==> config.mk <==
export PLATFORM = sky130hd
export DESIGN_NAME = dual_mode_dac_if
export DESIGN_NICKNAME = d
export VERILOG_FILES = /design/src/rtl/dacif_pkg.sv /design/src/rtl/dacif_sync.sv /design/src/rtl/dacif_first_rank.sv /design/src/rtl/dacif_second_rank.sv /design/src/rtl/dual_mode_dac_if.sv
export SDC_FILE = /design/constraint.sdc
export NUM_CORES = 1
export LEC_CHECK = 0
export BUFFER_PORTS_ARGS = -buffer_cell sky130_fd_sc_hd__buf_2
export CORE_MARGIN = 5
export CORE_UTILIZATION = 49
export CTS_CLUSTER_DIAMETER = 50
export DETAILED_ROUTE_END_ITERATION = 8
export PLACE_DENSITY_LB_ADDON = 0.2
export SETUP_SLACK_MARGIN = 0.4
export SLEW_MARGIN = 0
export SYNTH_ARGS = -nofsm -noshare
export SYNTH_HDL_FRONTEND = slang
export SYNTH_SLANG_ARGS = --single-unit
==> constraint.sdc <==
create_clock -name clk -period 1.35 [get_ports clk]
set_clock_uncertainty 0.2 [all_clocks]
set_input_delay 0.135 -clock clk [delete_from_list [all_inputs] [get_ports clk]]
set_output_delay 0.135 -clock clk [all_outputs]
set_load 0.05 [all_outputs]
==> src/rtl/dacif_pkg.sv <==
// Shared types for the dual-mode DAC input interface.
package dacif_pkg;

    // Serial bit order, carried on bus line 1 in serial mode.
    typedef enum logic {
        ORDER_BOTTOM_FIRST = 1'b0,
        ORDER_TOP_FIRST    = 1'b1
    } shift_order_e;

    // Control inputs that cross into the system clock domain.
    typedef struct packed {
        logic strobe;
        logic load;
        logic clr;
    } ctrl_t;

endpackage

==> src/rtl/dacif_sync.sv <==
// Multi-stage flip-flop synchronizer for a bundle of asynchronous inputs.
// Assumes STAGES >= 2 and that each bit is an independent level signal.
module dacif_sync #(
    parameter int WIDTH  = 3,
    parameter int STAGES = 2
) (
    input  logic             clk,
    input  logic             rst_n,
    input  logic [WIDTH-1:0] async_in,
    output logic [WIDTH-1:0] sync_out
);
    logic [STAGES-1:0][WIDTH-1:0] chain;

    // Shift the raw inputs through the synchronizing chain.
    always_ff @(posedge clk) begin
        if (!rst_n) chain <= '0;
        else        chain <= {chain[STAGES-2:0], async_in};
    end

    assign sync_out = chain[STAGES-1];
endmodule

==> src/rtl/dacif_first_rank.sv <==
// First-rank holding register. On each write edge it either shifts one
// serial bit (in either order) or writes bytes into the enabled halves.
// Assumes the mode, enable and bus inputs are stable around the write edge.
module dacif_first_rank
    import dacif_pkg::*;
#(
    parameter int WORD_W = 16
) (
    input  logic                clk,
    input  logic                rst_n,
    input  logic                wr_edge,
    input  logic                byte_mode,
    input  logic                hi_en,
    input  logic                lo_en,
    input  logic [WORD_W/2-1:0] bus_d,
    output logic [WORD_W-1:0]   word_q,
    output logic                shift_out
);
    localparam int BYTE_W = WORD_W / 2;

    shift_order_e order;
    logic         ser_bit;

    assign order   = shift_order_e'(bus_d[1]);
    assign ser_bit = bus_d[0];

    // Update the holding word and the chaining output on a write edge.
    always_ff @(posedge clk) begin
        if (!rst_n) begin
            word_q    <= '0;
            shift_out <= 1'b0;
        end else if (wr_edge) begin
            if (!byte_mode) begin
                if (order == ORDER_TOP_FIRST) begin
                    word_q    <= {word_q[WORD_W-2:0], ser_bit};
                    shift_out <= word_q[WORD_W-1];
                end else begin
                    word_q    <= {ser_bit, word_q[WORD_W-1:1]};
                    shift_out <= word_q[0];
                end
            end else begin
                if (hi_en) word_q[WORD_W-1:BYTE_W] <= bus_d;
                if (lo_en) word_q[BYTE_W-1:0]      <= bus_d;
            end
        end
    end

    // no edge, no change to the holding word or the chain output.
    assert_no_edge_hold_R8: assert property (@(posedge clk) disable iff (!rst_n)
        !wr_edge |=> $stable(word_q) && $stable(shift_out));

    // a top-first shift takes the bit at bit 0 and pushes out bit 15.
    assert_top_first_shift_R2: assert property (@(posedge clk) disable iff (!rst_n)
        wr_edge && !byte_mode && bus_d[1]
        |=> word_q[0] == $past(bus_d[0]) && shift_out == $past(word_q[WORD_W-1]));

    // a bottom-first shift takes the bit at the top and pushes out bit 0.
    assert_bottom_first_shift_R3: assert property (@(posedge clk) disable iff (!rst_n)
        wr_edge && !byte_mode && !bus_d[1]
        |=> word_q[WORD_W-1] == $past(bus_d[0]) && shift_out == $past(word_q[0]));

    // a byte write without the upper enable leaves the upper half alone.
    assert_upper_kept_R6: assert property (@(posedge clk) disable iff (!rst_n)
        wr_edge && byte_mode && !hi_en |=> $stable(word_q[WORD_W-1:BYTE_W]));
endmodule

==> src/rtl/dacif_second_rank.sv <==
// Second-rank DAC register. It follows the first rank while load is high.
// The clear path forces the output combinationally from the raw pin and
// holds the register at the zero level until the synchronized clear falls.
// Assumes lo_en is held steady while clear is active.
module dacif_second_rank #(
    parameter int WORD_W = 16
) (
    input  logic              clk,
    input  logic              rst_n,
    input  logic              load_lvl,
    input  logic              clr_raw,
    input  logic              clr_sync,
    input  logic              zero_sel,
    input  logic [WORD_W-1:0] first_word,
    output logic [WORD_W-1:0] dac_code
);
    logic              clr_active;
    logic [WORD_W-1:0] zero_code;
    logic [WORD_W-1:0] held_q;

    assign clr_active = clr_raw | clr_sync;
    assign zero_code  = {zero_sel, {(WORD_W-1){1'b0}}};

    // Clear beats load; load copies the first rank each cycle it is high.
    always_ff @(posedge clk) begin
        if (!rst_n)          held_q <= '0;
        else if (clr_active) held_q <= zero_code;
        else if (load_lvl)   held_q <= first_word;
    end

    assign dac_code = clr_active ? zero_code : held_q;

    // with neither load nor clear, the register holds.
    assert_hold_without_load_R9: assert property (@(posedge clk) disable iff (!rst_n)
        !clr_active && !load_lvl |=> $stable(held_q));

    // load copies the first-rank word.
    assert_load_copies_R9: assert property (@(posedge clk) disable iff (!rst_n)
        !clr_active && load_lvl |=> held_q == $past(first_word));

    // during clear, load cannot put data into the low bits.
    assert_clear_wins_R12: assert property (@(posedge clk) disable iff (!rst_n)
        clr_active && load_lvl |=> held_q[WORD_W-2:0] == '0);
endmodule

==> src/rtl/dual_mode_dac_if.sv <==
// Top level of the dual-mode double-buffered DAC input interface.
// Synchronizes strobe, load and clear, detects strobe rising edges, and
// joins the first-rank and second-rank registers.
// Assumes the data bus, mode and enables are stable for the synchronizer
// delay plus one cycle after a strobe rising edge.
module dual_mode_dac_if
    import dacif_pkg::*;
#(
    parameter int WORD_W      = 16,
    parameter int SYNC_STAGES = 2
) (
    input  logic                clk,
    input  logic                rst_n,
    input  logic                cs_strobe,
    input  logic                byte_mode,
    input  logic                hi_en,
    input  logic                lo_en,
    input  logic [WORD_W/2-1:0] bus_d,
    input  logic                load,
    input  logic                clr,
    output logic                shift_out,
    output logic [WORD_W-1:0]   dac_code
);
    ctrl_t             ctl_raw;
    ctrl_t             ctl_s;
    logic              strobe_prev;
    logic              wr_edge;
    logic [WORD_W-1:0] first_word;

    assign ctl_raw = '{strobe: cs_strobe, load: load, clr: clr};

    dacif_sync #(.WIDTH($bits(ctrl_t)), .STAGES(SYNC_STAGES)) i_sync (
        .clk      (clk),
        .rst_n    (rst_n),
        .async_in (ctl_raw),
        .sync_out (ctl_s)
    );

    // Remember the last synchronized strobe level for edge detection.
    always_ff @(posedge clk) begin
        if (!rst_n) strobe_prev <= 1'b0;
        else        strobe_prev <= ctl_s.strobe;
    end

    assign wr_edge = ctl_s.strobe & ~strobe_prev;

    dacif_first_rank #(.WORD_W(WORD_W)) i_first (
        .clk       (clk),
        .rst_n     (rst_n),
        .wr_edge   (wr_edge),
        .byte_mode (byte_mode),
        .hi_en     (hi_en),
        .lo_en     (lo_en),
        .bus_d     (bus_d),
        .word_q    (first_word),
        .shift_out (shift_out)
    );

    dacif_second_rank #(.WORD_W(WORD_W)) i_second (
        .clk        (clk),
        .rst_n      (rst_n),
        .load_lvl   (ctl_s.load),
        .clr_raw    (clr),
        .clr_sync   (ctl_s.clr),
        .zero_sel   (lo_en),
        .first_word (first_word),
        .dac_code   (dac_code)
    );

    // clear does not disturb the first rank.
    assert_first_kept_on_clear_R11: assert property (@(posedge clk) disable iff (!rst_n)
        (clr || ctl_s.clr) && !wr_edge |=> $stable(first_word));

    // a strobe level held high yields at most one write edge.
    assert_single_edge_R8: assert property (@(posedge clk) disable iff (!rst_n)
        wr_edge |=> !wr_edge);
endmodule

==> metrics.yaml <==
setup_viol: 16
yosysWarningCount: 0
max_slew_margin_pct: 65.6
cts-htree-levels: 2
cts_root_buf: "clkbuf_8"
vias_per_cell: 5.49
grt_pass1_wl_mm: 7.34
fin_nets: 263
final_common_cell: "dfxtp_1"
dr.pass1.iters: 4
insertion_delay_ps: 290
synthesis.area_um2: 1890
hold_viol: 2
postRouteAntennaNets: 0
path_clk_slew_ps: 70
via_count: 1621
die_w_um: 72.1
final.fill_count: 291
power.combinational.fraction_pct: 13.4
seqCellArea_um2: 808
clock_sinks: 40
ir_worst_vdd_mv: 0.576
power_frac_clock_pct: 34.9
die_height_um: 72.1
clockBufferDepth: 2
crit_fanout: 3
synth_seq_cells: 40
dieArea_um2: 5200
worstSetupEndpointType: "primary output"
switchingPower_w: 0.000568
cp-start-kind: "register"
required_ps: 1010
power_w: 0.00238
status: "finished with violations"
min_period_over_period_pct: 117
coreArea_um2: 3690
port_buffers: 32
final_cells: 295
routed_wl_mm: 4.38
swShare_pct: 23.9
areaGrowthSynthToFinish_pct: 36.4
violations: "hold timing, setup timing"
criticalPathCategory: "reg2out"
start_util_pct: 51.3
fmax_mhz: 633
syn_area_per_cell_um2: 8.97
intPower_w: 0.00181
grt_pass1_vias: 1485
hold_class: "in2reg"
final_cell_mix: "36 x dfxtp_1, 17 x nand2_1, 17 x nor2_1, 17 x mux2i_1, 15 x buf_2"
final_util_pct: 69.9
antenna_found_initial: 0
rows: 22
yosysSeqAreaShare_pct: 42.3
drt_iter0_drc: 61
power_density_nw_per_um2: 923
maxSlewViolCount: 0
timing.hold.ws_ps: -74.5
grt_max_degree: 32
grtUsageTotal_pct: 18.0
timing.final.crit_period_ps: 1580
cap_violations: 0
placed_area_um2: 2210
rsz0062_at_grt: "yes"
grt_overflow: 0
dp_hpwl_mm: 2.93
final_cell_area_um2: 2580
synthesis.instances: 211
crit_arrival_ps: 1250
multi_input_area_um2: 1070
placed_cells: 280
seqPwrFrac_pct: 51.7
cts_tree: "yes"
numCtsBuffers: 5
setup_ws_ps: -231
synth_nets: 227
total_leakage_power_nw: 0.980
post-route-drc-count: 0
drive_above_1_share_pct: 35.6
n_antenna_cell: 0
gp_congestion: 0.862
wl_per_cell_um: 14.8
hold_buffers: 2
ys_types: 23
ios: 33
dp_slack_ps: -17.6
worstMarginPinSlew_ps: 515
## power by group through the flow
stage	registers, W	logic, W	clock network, W
6_report	0.00123	0.000318	0.000831
3_5_place_dp	0.00126	0.000280	0
2_1_floorplan	0.00125	0.000201	0
5_1_grt	0.00123	0.000346	0.000915
3_3_place_gp	0.00126	0.000276	0
4_1_cts	0.00123	0.000305	0.000850
## per-stage QoR
stage               TNS (ps)  hold slack (ps)
global route           -4320            -74.7
finish                 -3440            -74.5
CTS                    -3360            -70.9
floorplan                  0             62.3
global placement           0              142
detailed placement     -29.3              150
## cells by family after synthesis
| kind of cell | Yosys count | share of synthesized area [%] |
|---|---|---|
| buffers and inverters | 21 | 6.55 |
| and+or+nand+nor | 93 | 26.5 |
| DFF | 40 | 42.3 |
| AOI/OAI and AO/OA | 39 | 15.0 |
| muxes | 18 | 9.59 |
## what timing repair did
action | in CTS | in global routing
hold endpoints to repair | 4 | 2
endpoints found under the setup margin | 50 | 52
setup buffers | 3 | 2
gates resized for setup | 55 | 7
pin swaps | 5 | 3
cloned | 1 | 0
## state kept, by name (all words and copies together), names as in the netlist
| signal | flops |
|---|---|
| i_first.shift_out | 1 |
| i_sync.chain | 3 |
| strobe_prev | 1 |
| i_second.held_q | 16 |
| i_first.word_q | 16 |
| i_sync.sync_out | 3 |
## cells in the mapped netlist
cell type	number	area share [%]
dfxtp_1	40	42
and2_1	24	7.9
mux2i_1	17	9.0
nand2_1	17	3.4
nor2_1	17	3.4
a211oi_1	14	5.6
nor2b_1	14	4.6
o22ai_1	13	4.3
nand4_1	12	4.0
buf_2	9	2.4
clkbuf_1	5	0.99
a21oi_1	4	1.1
buf_6	4	2.4
nand2b_1	4	1.3
or2b_1	4	1.6
a311oi_2	3	2.4
o21ai_0	3	0.79
inv_1	2	0.40
a311oi_1	1	0.46
buf_4	1	0.40
mux2_2	1	0.60
nor2_2	1	0.33
o2111ai_1	1	0.46
## routing by layer
metal	part of all wire [%]	vias up	wire length, µm	GRT usage [%]
li1	-	808	-	-
met1	44	764	1920	23.8
met5	0	-	0	0
met2	50	40	2180	28.1
met4	2.0	0	86	7.52
met3	4.2	9	186	4.02
## area by class of cell
cell class	instances	share of cell area, %
inverter	2	0.291
multi-input combinational	151	41.7
sequential	40	31.3
clock buffer	7	3.73
tap	48	2.33
timing repair buffer	47	20.7
## critical path, stage by stage (launching register included)
cell and delay [ps]:
dfxtp_2 330, nor2_4 160, mux2_4 320, buf_6 150
## path summary, 6_finish.rpt
| kind | from | end | slack (ps) | cells past startpoint |
|---|---|---|---|---|
| hold reg to reg | i_sync.chain[2] | i_sync.sync_out[2] | 240 | 1 |
| setup / recovery | i_sync.sync_out[0] | dac_code[15] | -230 | 3 |
| setup reg to reg | i_sync.sync_out[2] | i_first.word_q[2] | 50 | 4 |
| hold / removal | clr | i_sync.chain[0] | -70 | 2 |
(Power assumes the default switching activity.)
